### config.mk
export PLATFORM = sky130hd
export DESIGN_NAME = ho_decider
export DESIGN_NICKNAME = d
export VERILOG_FILES = /design/src/rtl/ho_pkg.sv /design/src/rtl/ho_adv_cmp.sv /design/src/rtl/ho_tick_cnt.sv /design/src/rtl/ho_decider.sv
export SDC_FILE = /design/constraint.sdc
export NUM_CORES = 1
export LEC_CHECK = 0
export BUFFER_PORTS_ARGS = -buffer_cell sky130_fd_sc_hd__buf_2
export CAP_MARGIN = 20
export CORE_ASPECT_RATIO = 0.75
export CORE_MARGIN = 2
export CORE_UTILIZATION = 50
export CTS_CLUSTER_DIAMETER = 50
export CTS_CLUSTER_SIZE = 28
export DETAILED_ROUTE_END_ITERATION = 6
export GPL_TIMING_DRIVEN = 0
export PLACE_DENSITY = 0.77
export SLEW_MARGIN = 30
export SYNTH_ARGS = -nofsm -noshare
export SYNTH_HDL_FRONTEND = slang
export SYNTH_SLANG_ARGS = --single-unit
### constraint.sdc
create_clock -name clk_i -period 2.7 [get_ports clk_i]
set_clock_uncertainty 0.15 [all_clocks]
set_input_delay 0.54 -clock clk_i [delete_from_list [all_inputs] [get_ports clk_i]]
set_output_delay 0.54 -clock clk_i [all_outputs]
set_load 0.02 [all_outputs]
### src/rtl/ho_pkg.sv
package ho_pkg;
  typedef enum logic [1:0] {
    HO_NORMAL  = 2'd0,
    HO_PENDING = 2'd1,
    HO_WAIT    = 2'd2,
    HO_EXEC    = 2'd3
  } ho_state_e;
endpackage

### src/rtl/ho_adv_cmp.sv
module ho_adv_cmp #(
  parameter int QW = 6
) (
  input  logic [QW-1:0] serv_q_i,
  input  logic [QW-1:0] nbr_q_i,
  input  logic [QW-1:0] margin_i,
  output logic          adv_o
);
  logic [QW:0] bar;

  // one extra bit so serv + margin never wraps
  always_comb begin
    bar   = {1'b0, serv_q_i} + {1'b0, margin_i};
    adv_o = ({1'b0, nbr_q_i} > bar);
  end
endmodule

### src/rtl/ho_tick_cnt.sv
module ho_tick_cnt #(
  parameter int W = 8
) (
  input  logic         clk_i,
  input  logic         rst_ni,
  input  logic         clr_i,
  input  logic         inc_i,
  input  logic [W-1:0] limit_i,
  output logic         hit_o
);
  localparam logic [W-1:0] LIM_MIN = W'(1);
  localparam logic [W:0]   ONE     = (W+1)'(1);
  localparam logic [W-1:0] CNT_MAX = '1;

  logic [W-1:0] cnt_q;
  logic [W-1:0] lim_eff;

  // a limit of 0 behaves as 1
  always_comb begin
    lim_eff = (limit_i == '0) ? LIM_MIN : limit_i;
    hit_o   = inc_i && (({1'b0, cnt_q} + ONE) >= {1'b0, lim_eff});
  end

  always_ff @(posedge clk_i or negedge rst_ni) begin
    if (!rst_ni)                          cnt_q <= '0;
    else if (clr_i)                       cnt_q <= '0;
    else if (inc_i && (cnt_q != CNT_MAX)) cnt_q <= cnt_q + W'(1);
  end


  clr_zero_chk: assert property (@(posedge clk_i) disable iff (!rst_ni)
    clr_i |=> (cnt_q == '0));
endmodule

### src/rtl/ho_decider.sv
module ho_decider
  import ho_pkg::*;
#(
  parameter int QW = 6,
  parameter int DW = 8,
  parameter int TW = 10
) (
  input  logic          clk_i,
  input  logic          rst_ni,
  input  logic          frame_tick_i,
  input  logic [QW-1:0] serv_q_i,
  input  logic [QW-1:0] nbr_q_i,
  input  logic [QW-1:0] margin_i,
  input  logic [DW-1:0] dwell_len_i,
  input  logic [TW-1:0] resp_tmo_i,
  input  logic          rsp_valid_i,
  input  logic          rsp_accept_i,
  output logic          req_o,
  output logic          exec_o,
  output logic [1:0]    state_o
);
  ho_state_e state_q, state_d;
  logic      req_d, exec_d;
  logic      adv;
  logic      scanning;
  logic      dwell_clr, dwell_inc, dwell_hit;
  logic      tmo_clr, tmo_inc, tmo_hit;

  ho_adv_cmp #(.QW(QW)) u_cmp (
    .serv_q_i (serv_q_i),
    .nbr_q_i  (nbr_q_i),
    .margin_i (margin_i),
    .adv_o    (adv)
  );

  always_comb begin
    scanning  = (state_q == HO_NORMAL) || (state_q == HO_PENDING);
    dwell_inc = scanning && frame_tick_i && adv;
    dwell_clr = !scanning || (frame_tick_i && !adv);
    tmo_clr   = (state_q != HO_WAIT);
    tmo_inc   = (state_q == HO_WAIT) && frame_tick_i && !rsp_valid_i;
  end

  ho_tick_cnt #(.W(DW)) u_dwell (
    .clk_i   (clk_i),
    .rst_ni  (rst_ni),
    .clr_i   (dwell_clr),
    .inc_i   (dwell_inc),
    .limit_i (dwell_len_i),
    .hit_o   (dwell_hit)
  );

  ho_tick_cnt #(.W(TW)) u_tmo (
    .clk_i   (clk_i),
    .rst_ni  (rst_ni),
    .clr_i   (tmo_clr),
    .inc_i   (tmo_inc),
    .limit_i (resp_tmo_i),
    .hit_o   (tmo_hit)
  );

  always_comb begin
    state_d = state_q;
    req_d   = 1'b0;
    exec_d  = 1'b0;
    unique case (state_q)
      HO_NORMAL, HO_PENDING: begin
        if (frame_tick_i) begin
          if (!adv)           state_d = HO_NORMAL;
          else if (dwell_hit) begin
            state_d = HO_WAIT;
            req_d   = 1'b1;
          end else            state_d = HO_PENDING;
        end
      end
      HO_WAIT: begin
        // response outranks a coincident tick
        if (rsp_valid_i) begin
          if (rsp_accept_i) begin
            state_d = HO_EXEC;
            exec_d  = 1'b1;
          end else state_d = HO_NORMAL;
        end else if (tmo_hit) state_d = HO_NORMAL;
      end
      HO_EXEC: state_d = HO_NORMAL;
      default: state_d = HO_NORMAL;
    endcase
  end

  always_ff @(posedge clk_i or negedge rst_ni) begin
    if (!rst_ni) begin
      state_q <= HO_NORMAL;
      req_o   <= 1'b0;
      exec_o  <= 1'b0;
    end else begin
      state_q <= state_d;
      req_o   <= req_d;
      exec_o  <= exec_d;
    end
  end

  assign state_o = state_q;


  req_pulse_chk: assert property (@(posedge clk_i) disable iff (!rst_ni)
    req_o |=> !req_o);

  exec_pulse_chk: assert property (@(posedge clk_i) disable iff (!rst_ni)
    exec_o |=> !exec_o);

  req_in_wait_chk: assert property (@(posedge clk_i) disable iff (!rst_ni)
    req_o |-> (state_q == HO_WAIT) && $past(frame_tick_i));

  exec_leave_chk: assert property (@(posedge clk_i) disable iff (!rst_ni)
    exec_o |=> (state_q == HO_NORMAL));

  pend_hold_chk: assert property (@(posedge clk_i) disable iff (!rst_ni)
    (state_q == HO_PENDING && !frame_tick_i) |=> (state_q == HO_PENDING));

  wait_hold_chk: assert property (@(posedge clk_i) disable iff (!rst_ni)
    (state_q == HO_WAIT && !frame_tick_i && !rsp_valid_i) |=> (state_q == HO_WAIT));

  reject_chk: assert property (@(posedge clk_i) disable iff (!rst_ni)
    (state_q == HO_WAIT && rsp_valid_i && !rsp_accept_i) |=> (state_q == HO_NORMAL));
endmodule

# Word-level counts from Yosys, hierarchy flattened

Cells that the tools add are included.

Word-level logic and storage cells: 62
Output and inout bits: 4
Input port bits: 41
Flip-flop bits (word level): 22

Equal/unequal tests: 8
Order comparisons: 3
Add/sub/neg operators: 5
Reduce and logical (&&, ||, !) cells: 21
Muxes and demuxes: 20

Operator list:

| kind                                           | count |
|---|---|
| 2-to-1 mux 10 bit                              | 3 |
| 2-to-1 mux 8 bit                               | 3 |
| 2-to-1 mux 2 bit                               | 6 |
| adder 10 x 1 -> 11 bit (second input constant) | 1 |
| >= comparator 11 x 10 -> 1 bit                 | 1 |
| adder 10 x 1 -> 10 bit (second input constant) | 1 |
| zero test 10 bit                               | 1 |
| != test 10 bit (second input constant)         | 1 |
| adder 8 x 1 -> 9 bit (second input constant)   | 1 |
| >= comparator 9 x 8 -> 1 bit                   | 1 |
| logical AND 1 bit                              | 9 |
| adder 8 x 1 -> 8 bit (second input constant)   | 1 |
| zero test 8 bit                                | 1 |
| != test 8 bit (second input constant)          | 1 |
| adder 6 x 6 -> 7 bit                           | 1 |
| > comparator 6 x 7 -> 1 bit                    | 1 |
| 2-to-1 mux 1 bit                               | 7 |
| one-hot mux 2 bit (3 select lines)             | 1 |
| == test 2 bit (second input constant)          | 2 |
| != test 2 bit (second input constant)          | 2 |
| nonzero test 2 bit                             | 2 |
| zero test 1 bit                                | 3 |
| != test 3 bit (second input constant)          | 1 |
| == test 2 x 1 -> 1 bit (second input constant) | 1 |
| 4 further kinds                                | 5 |

# Logic depth before layout (Yosys ltp)

Gate-level depths: netlist of run 1.

Word-level depth: 9
Depth in mapped cells: 14
Depth with buffers taken out: 13

# Modules after synthesis

A second synthesis of run 1 with hierarchy kept.

Cells, all modules: 246
Area, all modules: 2,172.1 um^2

By module, submodules not included:

| module                 | area an instance (um^2) | instances | cells an instance | seq. area each (um^2) |
|---|---|---|---|---|
| ho_tick_cnt at u_tmo   | 922.1                   | 1         | 105               | 250.2 |
| ho_tick_cnt at u_dwell | 693.2                   | 1         | 82                | 200.2 |
| ho_adv_cmp             | 345.3                   | 1         | 39                | 0.0 |
| ho_decider             | 211.5                   | 1         | 20                | 100.1 |

# Worst setup path after synthesis of run 1

No wires, ideal clock.

Kind: input to register
Start: input port serv_q_i[0]
End: register u_dwell.cnt_q[6]
Stages on the path: 14
Required time: 2.470 ns
Path buffers: 1
Arrival: 2.942 ns
Library setup time: 0.080 ns
Slack: -0.472 ns
Cell sequence: ha_1 fa_1 a21oi_1 nor2_1 nor2_1 xor2_1 ha_1 nand3_1 nor2_1 a2111oi_4 o311ai_2 and2_1 buf_6 nor3_4

Longest elaborated chain between the ends: 6
Elaborated cells between the ends (all ways): 9
Those cells by class: 1 x add/sub; 1 x order compare; 1 x mux; 6 x reduce/logical

Ends and longest elaborated chain:

| element                                                       | RTL line          | text |
|---|---|---|
| start, declared                                               | ho_decider.sv:11  | `input logic [QW-1:0] serv_q_i,` |
| adder 6 x 6 -> 7 bit (*)                                      | ho_adv_cmp.sv:13  | `bar = {1'b0, serv_q_i} + {1'b0, margin_i};` |
| > comparator 6 x 7 -> 1 bit (*)                               | ho_adv_cmp.sv:14  | `adv_o = ({1'b0, nbr_q_i} > bar);` |
| zero test 1 bit                                               | n/a               |  |
| logical AND 1 bit                                             | ho_decider.sv:39  | `dwell_clr = !scanning \|\| (frame_tick_i && !adv);` |
| logical OR 1 bit                                              | ho_decider.sv:39  |  |
| 2-to-1 mux 8 bit / nonzero test 2 bit (equally long branches) | n/a               |  |
| end signal, assigned                                          | ho_tick_cnt.sv:27 | `else if (inc_i && (cnt_q != CNT_MAX)) cnt_q <= cnt_q + W'(1);` |
| end, declared                                                 | ho_tick_cnt.sv:15 | `logic [W-1:0] cnt_q;` |

Mark *: on every way between the ends. The rest lies on a longest branch, timed or not.
A chain may end at the register's enable or synchronous reset.

# Worst setup path after layout of run 1

Start: input port margin_i[1]
End: register u_dwell.cnt_q[4]

Longest elaborated chain between the ends: 6
Elaborated cells between the ends (all ways): 9
Those cells by class: 1 x add/sub; 1 x order compare; 1 x mux; 6 x reduce/logical

Ends and longest elaborated chain:

| element                                                       | RTL line         | text |
|---|---|---|
| start, declared                                               | ho_decider.sv:13 | `input logic [QW-1:0] margin_i,` |
| adder 6 x 6 -> 7 bit (*)                                      | ho_adv_cmp.sv:13 |  |
| > comparator 6 x 7 -> 1 bit (*)                               | ho_adv_cmp.sv:14 |  |
| zero test 1 bit                                               | n/a              |  |
| logical AND 1 bit                                             | ho_decider.sv:39 |  |
| logical OR 1 bit                                              | ho_decider.sv:39 |  |
| 2-to-1 mux 8 bit / nonzero test 2 bit (equally long branches) | n/a              |  |

Marked as above.

==> impl_metrics.toml, run 1 <==
[critical_path]
max_stage_delay_ps = 360
crit_required_ps = 2700
critPathKind = "in2reg"
r2r_slack_ps = -90
crit_path_frequent_cell = "a21oi_2"
cp-end-kind = "flop"
cp_cell_sequence = "buf_8, ha_4, a21o_1, a21oi_2, o21bai_1, a21oi_2, xor2_1, ha_1, nand3_2, a21oi_2, o311ai_4, and2_4, nor2_1"
startpoint_type = "input port"
crit_arrival_ps = 2820
cp_top_family = "compound AO/OA/AOI/OAI gates"
cp_slowest_cell = "o311ai_4"
cp_num_buf_inv = 1
crit_fanout = 8

[synth]
synth_edf_count = 0
ys.flop_type = "dfrtp_1"
yosysWarnings = 0
yosys.area.top_type_share = 0.2662
synthArstFlopShare = 1.000
synth_most_common_cell = "ha_1"
ys_top_cells_by_count = "32 x ha_1, 23 x nor2_1, 22 x dfrtp_1"
synth_area_leaders = "dfrtp_1 27%, ha_1 19%, xor2_1 8.0%"
syn_avg_cell_area_um2 = 9.111
synth_area_leader_cell = "dfrtp_1"
synth.net_count = 301
yosysUniqueCellTypes = 49
syn_inst = 227
ys_ff_latch = 22
syn_area_um2 = 2068
ys_seq_area_frac = 0.2662

[detailed_routing]
drt-wirelength-per-cell_um = 13.09
drtPass1Iterations = 4
wl_mm = 4.449
drt-initial-drc-count = 47
vias = 1762
drc = 0
vias_per_cell = 5.182
antenna_left = 0

[global_route]
grt_first_pass_wirelength_mm = 7.189
grt_use_total = 0.1973
overflow = 0
antenna_found_initial = 0
grt_pass1_vias = 1626
grt_max_degree = 23

[floorplanning]
die_h_um = 59.70
die_w_um = 78.27
floorplan.initialDensity = 0.5166
pin_count = 45
die-area_um2 = 4672
coreArea_um2 = 4004
core.rowCount = 20

[status]
violations = "setup timing"
status = "finished with violations"

[timing]
rsz0062_at_grt = "true"
hold_slack_ps = 82.03
fmax_ghz = 0.3549
relSlewSlack = 0.5906
fin_crit_ps = 2818
post-route-period-util = 1.044
hold_viol_final = 0
setup_viol = 10
final_max_slew_viol_count = 0
setup_ws_ps = -117.8
tightestPinTransition_ps = 611.5

[power]
power_density_nw_per_um2 = 342.2
combPwrFrac = 0.386
vdd_drop_max_v = 0.0002556
p_clk_frac = 0.218
p_sw_frac = 0.3237
p_sw_mw = 0.2981
power.leakage_nw = 1.348
power.total_mw = 0.9210
seqPwrFrac = 0.397
intPower_mw = 0.6228

[layout]
antennaDiodeCount = 0
fin_nets = 361
syn2layout_area_growth_pct = 30.13
post-route-util = 0.6722
drive_above_1_share = 0.3404

[placement]
io_buffers = 44
gp_congestion = 0.7696
dp_hpwl_mm = 3.187

[job]
maxCapViolations = 0

[clocking]
root_buffer = "clkbuf_8"
path_clk_slew_ps = 70
clockBufferDepth = 2
cts_hold_buffers = 0
cts_sinks = 22
cts_max_level = 1
numCtsBuffers = 3
worst_skew_pair.late_latency_ps = 260
cts_tree = "done"

[hold_path]
hold_path_class = "in2async"
repair_timing:
item                       in CTS  in global routing
setup endpoints to repair      11                 11
buffers inserted                9                  3
pin swaps                      17                  9
gates resized for setup        18                 21
cloned                          0                  0
path summary, 6_finish.rpt:
path                                        from                to  cells past startpoint
worst min-delay path                      rst_ni    u_tmo.cnt_q[0]                      1
worst max register to register  u_dwell.cnt_q[1]        state_o[0]                     10
worst max-delay path                 margin_i[1]  u_dwell.cnt_q[4]                     13
min in group clk_i                    state_o[0]        state_o[0]                      1
worst min register to register        state_o[0]        state_o[0]                      1
max in group asynchronous                 rst_ni  u_dwell.cnt_q[6]                      1
worst reg2reg max path, stage by stage, from the launching register on:
cell      delay [ps]
dfrtp_1          420
and3_4           230
and3_4           210
nand3_2          100
xnor2_2          150
ha_1             320
o2111a_1         150
a22o_1           250
o41ai_4          410
a21boi_2         210
o22a_1           140
metrics by stage:
step                      area [um2]  instances  setup slack, ps  setup TNS, ps
after detailed placement        2387        326           -558.9          -5445
after CTS                       2586        338           -146.4          -1187
after floorplan                 2098        227           -248.5          -1958
after global routing            2691        340           -227.7          -2099
final                           2691        340           -117.8         -928.8
after global placement          2387        326           -505.7          -4777
cell usage in the layout, fill, tap and decap left out, drive strengths merged, types with 2 or more instances in the layout:
| master | synthesis | routed |
|---|---|---|
| nand4 | 2 | 2 |
| a41o | 2 | 2 |
| nand2 | 15 | 15 |
| xor2 | 19 | 19 |
| a2111oi | 2 | 2 |
| dfrtp | 22 | 22 |
| nor3 | 5 | 5 |
| mux2i | 2 | 2 |
| nor2 | 24 | 24 |
| nand3 | 11 | 11 |
| inv | 21 | 21 |
| nor4 | 2 | 2 |
| a21o | 3 | 3 |
| clkbuf | 3 | 6 |
| and3 | 3 | 3 |
| a21boi | 2 | 2 |
| and2b | 2 | 2 |
| xnor2 | 13 | 13 |
| nor2b | 3 | 3 |
| buf | 1 | 56 |
| o21ai | 2 | 2 |
| a211oi | 2 | 2 |
| a21oi | 12 | 12 |
| ha | 32 | 32 |
| nand2b | 4 | 4 |
state kept, by name, indices dropped and copies added (netlist names):
signal and cells:
u_tmo.cnt_q 10, u_dwell.cnt_q 8, state_o 2, exec_o 1, req_o 1
area by class of cell:
type	instances	area, um2
Clock buffer	3	41.29
Buffer	3	11.26
Timing Repair Buffer	56	339.1
Fill cell	331	1313
Inverter	21	78.83
Tap cell	55	68.82
Sequential cell	22	550.5
Multi-Input combinational cell	180	1602
cell families (layout without fill, tap and decap cells):
logic type	count (synthesis)	in the layout	share of synthesized area
AO/OA/AOI/OAI	36	36	0.1434
XOR/XNOR	32	32	0.1355
adder cells (fa/ha/maj)	33	33	0.2033
buffers and inverters	25	83	0.04900
flip-flops	22	22	0.2662
multiplexers	2	2	0.009680
AND/OR/NAND/NOR	77	77	0.1930
layer usage:
metal  share of wire  vias up  GRT usage
li1                -      905          -
met1            0.45      811     0.2652
met2            0.49       40     0.3362
met3           0.047        6    0.03625
met4           0.011        0    0.04762
met5               0        -          0
power by group through the flow:
stage	registers, mW	clock network [mW]	logic, mW
after floorplan	0.371	0	0.187
after global placement	0.369	0	0.264
after detailed placement	0.369	0	0.275
after CTS	0.358	0.202	0.319
after global routing	0.367	0.216	0.397
final	0.365	0.201	0.355
Power figures use the tool's default switching activity.
==> inputs of run 2 (changes only) <==
--- a/config.mk
+++ b/config.mk
@@ -8,7 +8,7 @@
 export BUFFER_PORTS_ARGS = -buffer_cell sky130_fd_sc_hd__buf_2
 export CAP_MARGIN = 20
 export CORE_ASPECT_RATIO = 0.75
-export CORE_MARGIN = 2
+export CORE_MARGIN = 10
 export CORE_UTILIZATION = 50
 export CTS_CLUSTER_DIAMETER = 50
 export CTS_CLUSTER_SIZE = 28
==> impl_metrics.toml, run 2 (same netlist as run 1, synthesis figures left out) <==
[floorplanning]
coreArea_um2 = 4029
floorplan.initialDensity = 0.5134
core.rowCount = 20
die-area_um2 = 7136
die_w_um = 94.27
pin_count = 45
die_h_um = 75.70

[timing]
hold_viol_final = 0
fin_crit_ps = 2785
setup_viol = 11
tightestPinTransition_ps = 585.2
fmax_ghz = 0.3591
setup_ws_ps = -84.77
rsz0062_at_grt = "true"
final_max_slew_viol_count = 0
relSlewSlack = 0.6082
hold_slack_ps = 74.99
post-route-period-util = 1.031

[clocking]
clockBufferDepth = 2
numCtsBuffers = 3
cts_max_level = 1
root_buffer = "clkbuf_8"
cts_sinks = 22
cts_tree = "done"
path_clk_slew_ps = 80
worst_skew_pair.late_latency_ps = 260

[detailed_routing]
drt-wirelength-per-cell_um = 12.75
vias_per_cell = 5.070
drc = 0
drt-initial-drc-count = 35
antenna_left = 0
wl_mm = 4.362
drtPass1Iterations = 4
vias = 1734

[job]
maxCapViolations = 0

[critical_path]
r2r_slack_ps = -60
crit_arrival_ps = 2820
reg2reg_from = "u_dwell.cnt_q[1]"
r2r_end = "state_o[0]"
crit_required_ps = 2730
crit_fanout = 8
worst-r2r-cell-count = 10
startpoint_type = "input port"
critPathKind = "in2reg"
cp-end-kind = "flop"

[global_route]
antenna_found_initial = 0
grt_use_total = 0.1253
grt_first_pass_wirelength_mm = 7.527
grt_max_degree = 23
grt_pass1_vias = 1795
overflow = 0

[power]
vdd_drop_max_v = 0.0002433
power.leakage_nw = 1.350
power_density_nw_per_um2 = 368.7
power.total_mw = 1.001

[status]
violations = "setup timing"
status = "finished with violations"

[layout]
final_cell_mix = "40 x buf_2, 28 x ha_1, 21 x inv_1, 19 x xor2_1, 19 x dfrtp_1"
fin_area_um2 = 2714
stdcell_count = 342
drive_above_1_share = 0.3484
nFillCells = 326
regMostFlops = "u_tmo.cnt_q"
syn2layout_area_growth_pct = 31.22
antennaDiodeCount = 0
fin_nets = 362
largest_reg_flops = 10
layout_commonest_cell = "buf_2"
post-route-util = 0.6736

[placement]
post_dp_cell_area_um2 = 2387
io_buffers = 44
dp_hpwl_mm = 3.417
dpl.cell_count = 326
gp_congestion = 0.7635

[hold_path]
hold_path_class = "in2async"
==> run 2: cell types whose count changed in the layout (fill, tap and decap cells not counted), sizes merged <==
| cell | delta |
|---|---|
| bufinv | +1 |
| buf | +1 |
==> run 2: layout make-up <==
type                            instances  area [um2]  area share
Clock buffer                            3       41.29     0.01521
Inverter                               21       78.83     0.02905
Clock inverter                          1       30.03     0.01107
Multi-Input combinational cell        180        1583      0.5832
Sequential cell                        22       554.3      0.2042
Buffer                                  3       11.26    0.004149
Timing Repair Buffer                   57       346.6      0.1277
Tap cell                               55       68.82     0.02536
==> run 2: critical path, cell delays in order <==
cell       delay [ps]
buf_8             100
buf_4             130
fa_2              390
a21oi_2           120
nor2_1             70
nor2_1            110
xor2_1            170
ha_1              280
nand3_2           120
nor2_4             50
a2111oi_4         230
o311ai_4          180
and2_4            220
nor3_4            100
==> run 2: worst max path at each step <==
stage                      startpoint               end  slack (ps)  cells after the start
after CTS                 serv_q_i[0]  u_dwell.cnt_q[7]         -40                     14
final                     serv_q_i[1]  u_dwell.cnt_q[6]         -80                     14
after detailed placement  serv_q_i[1]  u_dwell.cnt_q[6]        -560                     15
after global placement    serv_q_i[1]  u_dwell.cnt_q[6]        -510                     15
after floorplan           serv_q_i[0]  u_dwell.cnt_q[6]        -250                     14
after global routing      serv_q_i[1]  u_dwell.cnt_q[6]        -220                     14
==> run 2: metal layers <==
| layer | up-vias | GRT usage | part of all wire |
|---|---|---|---|
| met2 | 22 | 0.2272 | 0.49 |
| met3 | 0 | 0.03150 | 0.041 |
| met5 | - | 0 | 0 |
| met1 | 806 | 0.1509 | 0.47 |
| li1 | 906 | - | - |
| met4 | 0 | 0.01345 | 0 |
==> run 2: power breakdown <==
part	switching [mW]	internal [mW]
clock	0.0989	0.198
combinational	0.167	0.170
sequential	0.0198	0.347
total	0.285	0.715
==> run 2: stage by stage <==
stage / TNS, ps / setup WS [ps]
global route: -2194 / -223.4
floorplan: -1958 / -248.5
CTS: -271.1 / -40.30
detailed placement: -5364 / -560.2
global placement: -4873 / -514.0
finish: -750.0 / -84.77
==> run 2: what timing repair did <==
item | 4_1_cts | 5_1_grt
resized for setup | 21 | 18
pin swaps | 15 | 7
buffers inserted | 9 | 4
hold buffers | 0 | 0
endpoints found under the setup margin | 11 | 11
==> inputs of run 3 (changes only) <==
--- a/config.mk
+++ b/config.mk
@@ -5,10 +5,10 @@
 export SDC_FILE = /design/constraint.sdc
 export NUM_CORES = 1
 export LEC_CHECK = 0
+export ABC_AREA = 1
 export BUFFER_PORTS_ARGS = -buffer_cell sky130_fd_sc_hd__buf_2
 export CAP_MARGIN = 20
 export CORE_ASPECT_RATIO = 0.75
-export CORE_MARGIN = 10
 export CORE_UTILIZATION = 50
 export CTS_CLUSTER_DIAMETER = 50
 export CTS_CLUSTER_SIZE = 28
==> impl_metrics.toml, run 3 <==
[detailed_routing]
wl_mm = 4.433
drt-wirelength-per-cell_um = 11.00
vias_per_cell = 4.893
drc = 0
drt-initial-drc-count = 58
drtPass1Iterations = 4
antenna_left = 0
vias = 1972

[synth]
synth_most_common_cell = "nand2_1"
synthArstFlopShare = 1.000
ys_ff_latch = 22
syn_avg_cell_area_um2 = 7.283
yosysUniqueCellTypes = 32
yosys.area.top_type_share = 0.2554
yosysWarnings = 0
synth_edf_count = 0
synth_area_leaders = "dfrtp_1 26%, ha_1 19%, nand2_1 12%"
synth_area_leader_cell = "dfrtp_1"
ys_top_cells_by_count = "68 x nand2_1, 58 x inv_1, 32 x ha_1"
synth.net_count = 370
ys.flop_type = "dfrtp_1"
syn_inst = 296
syn_area_um2 = 2156
ys_seq_area_frac = 0.2554

[timing]
post-route-period-util = 0.9687
relSlewSlack = 0.6680
setup_viol = 0
finalSetupTns_ps = 0
hold_viol_final = 0
rsz0062_at_grt = "true"
fmax_ghz = 0.3823
tightestPinTransition_ps = 498.0
final_max_slew_viol_count = 0
fin_crit_ps = 2615

[clocking]
clockBufferDepth = 2
root_buffer = "clkbuf_8"
path_clk_slew_ps = 80
numCtsBuffers = 3
cts_hold_buffers = 0
worst_skew_pair.late_latency_ps = 260
cts_sinks = 22
cts_max_level = 1
cts_tree = "done"

[global_route]
grt_max_degree = 23
antenna_found_initial = 0
grt_use_total = 0.2045
grt_first_pass_wirelength_mm = 7.431
grt_pass1_vias = 1823
overflow = 0

[power]
vdd_drop_max_v = 0.0003159
power.leakage_nw = 1.523
power_density_nw_per_um2 = 364.3
power.total_mw = 0.9563

[hold_path]
hold_path_class = "in2async"

[placement]
io_buffers = 44
gp_congestion = 0.8483
dp_hpwl_mm = 3.646

[layout]
post-route-util = 0.6396
fin_nets = 424
largest_reg_flops = 10
layout_commonest_cell = "nand2_1"
nFillCells = 369
register_area_um2 = 550.5
multi_input_area_um2 = 1461
drive_above_1_share = 0.2557
antennaDiodeCount = 0
syn2layout_area_growth_pct = 21.76
final_cell_mix = "65 x nand2_1, 57 x inv_1, 42 x buf_2, 28 x ha_1, 22 x dfrtp_1"
regMostFlops = "u_tmo.cnt_q"

[floorplanning]
pin_count = 45
die_h_um = 58.87
die_w_um = 77.82
coreArea_um2 = 4104
core.rowCount = 20
floorplan.initialDensity = 0.5253
die-area_um2 = 4581

[critical_path]
worst-r2r-cell-count = 16
startpoint_type = "input port"
critPathKind = "in2reg"
cp-end-kind = "flop"
crit_required_ps = 2690
crit_fanout = 5
r2r_end = "state_o[0]"
reg2reg_from = "u_tmo.cnt_q[0]"
crit_arrival_ps = 2610
r2r_slack_ps = 220

[status]
status = "finished clean"

[job]
maxCapViolations = 0
==> run 3: cell types whose count changed after synthesis, sizes merged, moves of 4 or more <==
| cell | delta |
|---|---|
| xor2 | -6 |
| inv | +38 |
| xnor2 | -11 |
| nand3 | +5 |
| o21ai | +9 |
| nand2b | -4 |
| nand2 | +61 |
==> run 3: power by group <==
part | switching (mW) | internal, mW
clock | 0.0971 | 0.0994
combinational | 0.210 | 0.170
sequential | 0.0254 | 0.354
total | 0.333 | 0.623
==> run 3: worst max path at each step <==
stage                           start          endpoint  slack [ps]  cells after the start
after floorplan           serv_q_i[0]        state_o[0]           9                     15
final                     serv_q_i[2]        state_o[0]          80                     19
after global routing      serv_q_i[2]  u_dwell.cnt_q[7]         -70                     19
after global placement    serv_q_i[2]  u_dwell.cnt_q[7]        -320                     19
after detailed placement  serv_q_i[2]  u_dwell.cnt_q[7]        -390                     19
after CTS                 serv_q_i[0]  u_dwell.cnt_q[7]           4                     15
==> run 3: routing by layer <==
layer	global-route usage	part of all wire	vias to the layer above
met2	0.3616	0.45	35
met1	0.2697	0.50	873
li1	-	-	1062
met3	0.03876	0.043	2
met4	0.02695	0.0023	0
met5	0	0	-
==> run 3: kinds of logic (layout without fill, tap and decap cells) <==
group                    Yosys count  count (layout)  share of synthesized area
AO/OA/AOI/OAI                     39              39                     0.1056
XOR/XNOR                          15              15                    0.06094
adder cells (fa/ha/maj)           33              33                     0.1950
buffers and inverters             60             112                     0.1050
flip-flops                        22              22                     0.2554
AND/OR/NAND/NOR                  127             127                     0.2780
==> run 3: final cells by class <==
class,count,share of cell area
repair buffers,49,0.1053
inverters,59,0.08437
multi-input cells,214,0.5567
plain buffers,1,0.001907
well taps,55,0.02622
clock buffers,3,0.01573
flip-flops and latches,22,0.2097
==> run 3: repair_timing <==
| action | CTS | global route |
|---|---|---|
| endpoints found under the setup margin | 5 | 9 |
| buffers inserted | 0 | 5 |
| pin swaps | 0 | 4 |
| gates resized for setup | 2 | 19 |
==> run 3: critical path, stage by stage <==
cell,delay [ps]
buf_6,100
ha_4,260
a21oi_4,130
nand2_2,90
nand2_1,60
nand2_1,60
a21oi_2,130
xor2_1,170
ha_1,270
nand2_2,90
nor2_2,40
a31oi_1,150
nand3_2,130
nor2_1,110
nand2_1,70
nand2_1,70
nand2_2,40
nand2_1,50
nand2_1,50
==> run 3: per-stage QoR <==
stage                     hold slack [ps]  std cells  setup slack (ps)  area, um2
after floorplan                     94.41        296             9.281       2156
after global routing                128.5        403            -67.28       2625
after CTS                           102.9        398             3.966       2501
final                               87.11        403             84.53       2625
after detailed placement            375.1        395            -386.6       2445
after global placement              360.7        395            -323.7       2445
